<file path="src/rtl/esl_pkg.sv">
package esl_pkg;
    typedef enum logic [1:0] {
        ESL_SEED   = 2'd0,
        ESL_ARMED  = 2'd1,
        ESL_FROZEN = 2'd2
    } esl_state_e;
endpackage

</file>
<file path="src/rtl/esl_change_detect.sv">
module esl_change_detect #(
    parameter int W = 5
) (
    input  logic [W-1:0] live_i,
    input  logic [W-1:0] ref_i,
    output logic         changed_o
);
    logic [W-1:0] diff;

    for (genvar b = 0; b < W; b++) begin : g_bit
        assign diff[b] = live_i[b] ^ ref_i[b];
    end

    assign changed_o = |diff;
endmodule

</file>
<file path="src/rtl/esl_snap_reg.sv">
module esl_snap_reg #(
    parameter int W = 5
) (
    input  logic         clk,
    input  logic         rst_n,
    input  logic         load_ref_i,
    input  logic         capture_i,
    input  logic [W-1:0] live_i,
    output logic [W-1:0] ref_o,
    output logic [W-1:0] snap_o
);
    always_ff @(posedge clk or negedge rst_n) begin
        if (!rst_n) begin
            ref_o  <= '0;
            snap_o <= '0;
        end else if (capture_i) begin
            snap_o <= live_i;
            ref_o  <= live_i;
        end else if (load_ref_i) begin
            ref_o  <= live_i;
        end
    end
endmodule

</file>
<file path="src/rtl/esl_ctrl_fsm.sv">
module esl_ctrl_fsm
    import esl_pkg::*;
(
    input  logic       clk,
    input  logic       rst_n,
    input  logic       changed_i,
    input  logic       clr_i,
    output esl_state_e state_o,
    output logic       load_ref_o,
    output logic       capture_o,
    output logic       frozen_o
);
    esl_state_e state_q, state_d;

    // State register
    always_ff @(posedge clk or negedge rst_n) begin
        if (!rst_n) state_q <= ESL_SEED;
        else        state_q <= state_d;
    end

    // Next-state logic
    always_comb begin
        state_d = state_q;
        unique case (state_q)
            ESL_SEED:   state_d = ESL_ARMED;
            ESL_ARMED:  if (!clr_i && changed_i) state_d = ESL_FROZEN;
            ESL_FROZEN: if (clr_i) state_d = ESL_ARMED;
            default:    state_d = ESL_SEED;
        endcase
    end

    // Outputs
    always_comb begin
        load_ref_o = 1'b0;
        capture_o  = 1'b0;
        frozen_o   = 1'b0;
        unique case (state_q)
            ESL_SEED:   load_ref_o = 1'b1;
            ESL_ARMED: begin
                load_ref_o = clr_i;
                capture_o  = !clr_i && changed_i;
            end
            ESL_FROZEN: begin
                frozen_o   = 1'b1;
                load_ref_o = clr_i;
            end
            default: ;
        endcase
    end

    assign state_o = state_q;
endmodule

</file>
<file path="src/rtl/ext_status_latch.sv">
module ext_status_latch
    import esl_pkg::*;
#(
    parameter int N_COND = 5
) (
    input  logic              clk,
    input  logic              rst_n,
    input  logic [N_COND-1:0] cond_i,
    input  logic              irq_en_i,
    input  logic              clr_cmd_i,
    output logic [N_COND-1:0] status_o,
    output logic              irq_o
);
    logic              changed;
    logic              load_ref;
    logic              capture;
    logic              frozen;
    esl_state_e        state_q;
    logic [N_COND-1:0] ref_q;
    logic [N_COND-1:0] snap_q;

    esl_change_detect #(.W(N_COND)) u_det (
        .live_i    (cond_i),
        .ref_i     (ref_q),
        .changed_o (changed)
    );

    esl_ctrl_fsm u_fsm (
        .clk        (clk),
        .rst_n      (rst_n),
        .changed_i  (changed),
        .clr_i      (clr_cmd_i),
        .state_o    (state_q),
        .load_ref_o (load_ref),
        .capture_o  (capture),
        .frozen_o   (frozen)
    );

    esl_snap_reg #(.W(N_COND)) u_reg (
        .clk        (clk),
        .rst_n      (rst_n),
        .load_ref_i (load_ref),
        .capture_i  (capture),
        .live_i     (cond_i),
        .ref_o      (ref_q),
        .snap_o     (snap_q)
    );

    assign status_o = frozen ? snap_q : cond_i;
    assign irq_o    = frozen & irq_en_i;
endmodule

</file>
<file path="config.mk">
export PLATFORM = sky130hd
export DESIGN_NAME = ext_status_latch
export DESIGN_NICKNAME = d
export VERILOG_FILES = /design/src/rtl/esl_pkg.sv /design/src/rtl/esl_change_detect.sv /design/src/rtl/esl_snap_reg.sv /design/src/rtl/esl_ctrl_fsm.sv /design/src/rtl/ext_status_latch.sv
export SDC_FILE = /design/constraint.sdc
export NUM_CORES = 1
export LEC_CHECK = 0
export ABC_AREA = 1
export CORE_ASPECT_RATIO = 0.9
export CORE_MARGIN = 3
export CORE_UTILIZATION = 48
export CTS_CLUSTER_DIAMETER = 200
export DETAILED_ROUTE_END_ITERATION = 16
export GPL_TIMING_DRIVEN = 0
export PLACE_DENSITY = 0.83
export SLEW_MARGIN = 20
export SYNTH_ARGS = -nofsm -noshare
export SYNTH_HDL_FRONTEND = slang
export SYNTH_SLANG_ARGS = --single-unit
</file>
<file path="constraint.sdc">
create_clock -name clk -period 2 [get_ports clk]
set_clock_uncertainty 0.2 [all_clocks]
set_input_delay 0.3 -clock clk [delete_from_list [all_inputs] [get_ports clk]]
set_output_delay 0.3 -clock clk [all_outputs]
set_load 0.02 [all_outputs]
</file>
# == Yosys cells after proc, flatten, opt, wreduce, memory -nomap -nowiden ==
# Index checks and enable logic that the tools add are counted.
# word_totals
register_bits,12
elab_cells,29
# classes
n_eq_ne,4
mux,9
bitwise_logic,6
n_reduce_logical,7
# ops
op,n
$mux W5,3
$pmux W2 S3,1
$reduce_or A5 Y1,1
$xor A1 B1 Y1,5
$mux W2,2
$eq A2 B1 Y1 const B,1
$eq A2 B2 Y1 const B,1
$logic_not A2 Y1,1
$mux W1,2
$ne A2 B1 Y1 const B,1
$ne A2 B2 Y1 const B,1
$pmux W1 S2,1
$reduce_and A2 Y1,1
$reduce_bool A2 Y1,1
$reduce_or A2 Y1,1
$and A1 B1 Y1,1
$logic_and A1 B1 Y1,1
$logic_not A1 Y1,1

# == Longest topological paths before layout ==
# logic_depth
depth_word,5
ltp_mapped,10
mapped_depth_nobuf,10

# == By module ==
# A second synthesis with hierarchy kept.
# hier_totals
hier_cells,108
hier_area_um2,755.7
# modules_own_cells
mod,instances,cells_each,area_each_um2,seq_area_each_um2
esl_snap_reg,1,42,411.6,250.2
esl_ctrl_fsm,1,25,183.9,50.0
esl_change_detect,1,23,92.6,0.0
ext_status_latch,1,18,67.6,0.0

# == Worst setup path after synthesis ==
# Ideal clock, no wire load.
# synth_path
path_type,flip-flop to output port
from,register u_fsm.state_q[0] (netlist: u_fsm.state_o[0])
to,output port status_o[1]
t_arrival_ns,1.340
setup_slack_ns,0.160
path_stages_with_launch,5
cell_sequence,dfrtp_1 inv_1 ha_1 clkbuf_1 o21ai_0
# synth_via
elab_chain_cells,3
# synth_rtl
item,line,text
from (decl),esl_ctrl_fsm.sv:13,"esl_state_e state_q, state_d;"
from (signal assigned),esl_ctrl_fsm.sv:18,else state_q <= state_d;
$eq A2 B2 Y1,esl_ctrl_fsm.sv:37,unique case (state_q)
$mux W1,esl_ctrl_fsm.sv:37,
$mux W5,ext_status_latch.sv:49,assign status_o = frozen ? snap_q : cond_i;
to (decl),ext_status_latch.sv:11,"output logic [N_COND-1:0] status_o,"
# No other way between the ends.

# == Worst setup path in the final report ==
# layout_path
from,register u_fsm.state_q[0] (netlist: u_fsm.state_o[0])
to,output port status_o[0]
# The elaborated chain is that of the path after synthesis.

==> impl_metrics.csv <==
group,metric,value,unit
status,status,"complete, no violations",
synth,synth_area_leaders,"dfrtp_1 (41%), nand2_1 (21%), ha_1 (6.8%)",
place,dpl_worst_slack,-0.314,ns
job,drv_cap,0,
sta,grt_setup_unrepaired,"no",
synth,synth_seq_cells,12,
route,routed_wl,1420,um
floorplanning,initial_core_util,54.8,%
floorplanning,core,1340,um^2
synth,syn_inst,99,
floorplanning,die-area,2030,um^2
cts,clk_pin_slew,0.07,ns
worst_setup_path,ff2ff_setup_slack,0.30,ns
global_routing,antenna_found_initial,0,
worst_setup_path,arrival,1.39,ns
synth,syn_avg_cell_area,7.39,um^2
final_layout,area_growth,24.8,%
pwr,combPwrFrac,52.5,%
synth,yosys.area.top_type,"dfrtp_1",
final_layout,final_core_utilization,68.4,%
pwr,seqPwrFrac,33.3,%
cts,clk_latency,0.27,ns
final_layout,fin_cells,132,
global_routing,grt_pass1_vias,602,
sta,final-max-slew-violation-count,0,
route,vias_per_cell,5.00,
synth,synth_top_area_share,41.0,%
route,avgRoutedWirePerCell,10.8,um
route,num_vias,660,
synth,ys_types,17,
cts,cts_hold_buf,0,
route,drt_iter0_drc,19,
cts,cts_buffers,3,
pwr,total_power,1.33,mW
synth,syn_area,732,um^2
final_layout,layout-drive-gt1-share,18.6,%
floorplanning,fp.dieH,43.0,um
worst_setup_path,required,1.50,ns
worst_setup_path,reg2regPathDepth,8,
cts,cts_buffer_depth,2,
place,dp_hpwl,1090,um
sta,fin_crit,1.89,ns
worst_setup_path,crit_type,"reg2out",
global_routing,grt_max_degree,13,
route,antenna_left,0,
sta,setup_viol,0,
pwr,p_leak,0.508,nW
final_layout,n_fill_cell,113,
place,gp_congestion,0.760,
global_routing,grt_pass1_wl,2480,um
floorplanning,dieWidth,47.2,um
worst_setup_path,critPathCaptureType,"output port",
sta,holdWs,0.176,ns
pwr,p_sw,0.568,mW
cts,cts_tree,"yes",
cts,ctsHtreeMaxLevel,1,
sta,worst_pin_slew,0.532,ns
route,drcViolationCount,0,
worst_setup_path,startpoint,"u_fsm.state_o[0]",
worst_setup_path,cp-endpoint,"status_o[0]",
global_routing,overflow,0,
global_routing,grt_usage,16.6,%
worst_setup_path,start_kind,"register",
sta,max_freq,0.528,GHz
sta,max_slew_margin,64.4,%
pwr,power_density,1460,nW/um^2
synth,ys_warn_count,0,
route,drt_first_pass_iters,4,
final_layout,nets,132,
sta,final_hold_viol_count,0,
cts,clkSinkCount,12,
worst_setup_path,cp_max_fo,10,
cts,cts_root_buffer,"clkbuf_4",
floorplanning,ioPinCount,15,
place,io_buffers,14,
place,dp.cells,127,
final_layout,antenna_cells,0,
synth,yosysSeqAreaShare,41.0,%
sta,min_period_over_period,94.7,%
pwr,p_clk_share,14.2,%
hold_path,hold_path_class,"in2async",
worst_setup_path,worst_r2r_endpoint,"u_reg.ref_o[3]",
floorplanning,fp-row-count,12,
pwr,internal-power,0.763,mW
synth,syn_nets,112,
sta,fin_ws,0.107,ns
worst_setup_path,timing.rr.start,"u_fsm.state_o[1]",
pwr,ir_drop,0.835,mV
pwr,p_sw_share,42.7,%
==> layer usage <==
metal | share of wire [%] | vias to the layer above | GRT usage [%]
met1 | 47 | 294 | 21.6
li1 | - | 347 | -
met2 | 47 | 17 | 26.6
met5 | 0 | - | 0
met4 | 0.56 | 0 | 1.66
met3 | 6.0 | 2 | 6.36
==> worst min path at each step <==
stage | from | end | slack (ns) | depth (start not counted)
global route | rst_n | u_reg.ref_o[4] | 0.21 | 1
detailed placement | u_reg.snap_o[4] | u_reg.snap_o[4] | 0.28 | 2
floorplan | rst_n | u_fsm.state_o[0] | -0.20 | 0
CTS | rst_n | u_reg.ref_o[4] | 0.19 | 1
global placement | u_reg.snap_o[4] | u_reg.snap_o[4] | 0.27 | 2
finish | rst_n | u_reg.ref_o[4] | 0.18 | 1
==> power by group through the flow <==
stage	sequential [mW]	combinational, mW	clock, mW
floorplan	0.431	0.511	0
global placement	0.442	0.679	0
detailed placement	0.449	0.699	0
CTS	0.439	0.694	0.195
global route	0.457	0.794	0.208
finish	0.442	0.699	0.189
==> worst max-delay path, stage by stage (launching register included) <==
cell	delay [ns]
dfrtp_1	0.40
inv_1	0.09
ha_2	0.21
buf_6	0.13
nand2_1	0.05
o21ai_0	0.06
buf_2	0.19
==> logic make-up (layout without fill, tap and decap cells) <==
kind of cell,after synthesis,in the layout,synth area share (%)
DFF,12,12,41.0
buffers and inverters,16,35,9.74
adders and majority gates,4,4,6.84
xor gates and xnor gates,1,1,1.20
and+or+nand+nor,55,55,32.8
AOI/OAI and AO/OA,11,11,8.37
==> cells in the final DEF (no fill, tap or decap), drive strengths merged, types with 4 or more instances in the layout <==
cell type	Yosys	layout
buf	1	9
clkbuf	1	4
clkdlybuf4s50	0	8
dfrtp	12	12
ha	4	4
inv	14	14
nand2	41	41
nand3	9	9
nor2	4	4
o21ai	10	10
==> timing repair <==
item / CTS / global route
buffers inserted: 1 / 0
setup endpoints to repair: 6 / 6
resized for setup: 30 / 5
==> state kept, by name (all words and copies together) (netlist names) <==
name           count
u_fsm.state_o      2
u_reg.ref_o        5
u_reg.snap_o       5
==> cell type report <==
cell class	count	area, um^2	share of cell area [%]
Buffer	2	26.3	2.88
Multi-Input combinational cell	71	363	39.7
Tap cell	14	17.5	1.92
Sequential cell	12	300	32.9
Clock buffer	4	36.3	3.97
Inverter	14	52.6	5.75
Timing Repair Buffer	15	118	12.9
==> synthesized netlist by cell type <==
master     n
buf_8      1
clkbuf_1   1
dfrtp_1   12
ha_1       4
inv_1     11
inv_2      3
nand2_1   40
nand2_2    1
nand3_1    7
nand3_2    1
nand3_4    1
nor2_1     4
o21ai_0    5
o21ai_1    5
o21bai_2   1
or2_2      1
xnor2_1    1
==> per-stage QoR <==
stage	setup TNS, ns	cell area [um^2]
2_1_floorplan	0	732
3_3_place_gp	-1.53	890
3_5_place_dp	-1.69	890
4_1_cts	0	913
5_1_grt	0	913
6_report	0	913
No activity file was read; power rests on OpenSTA's default activity.
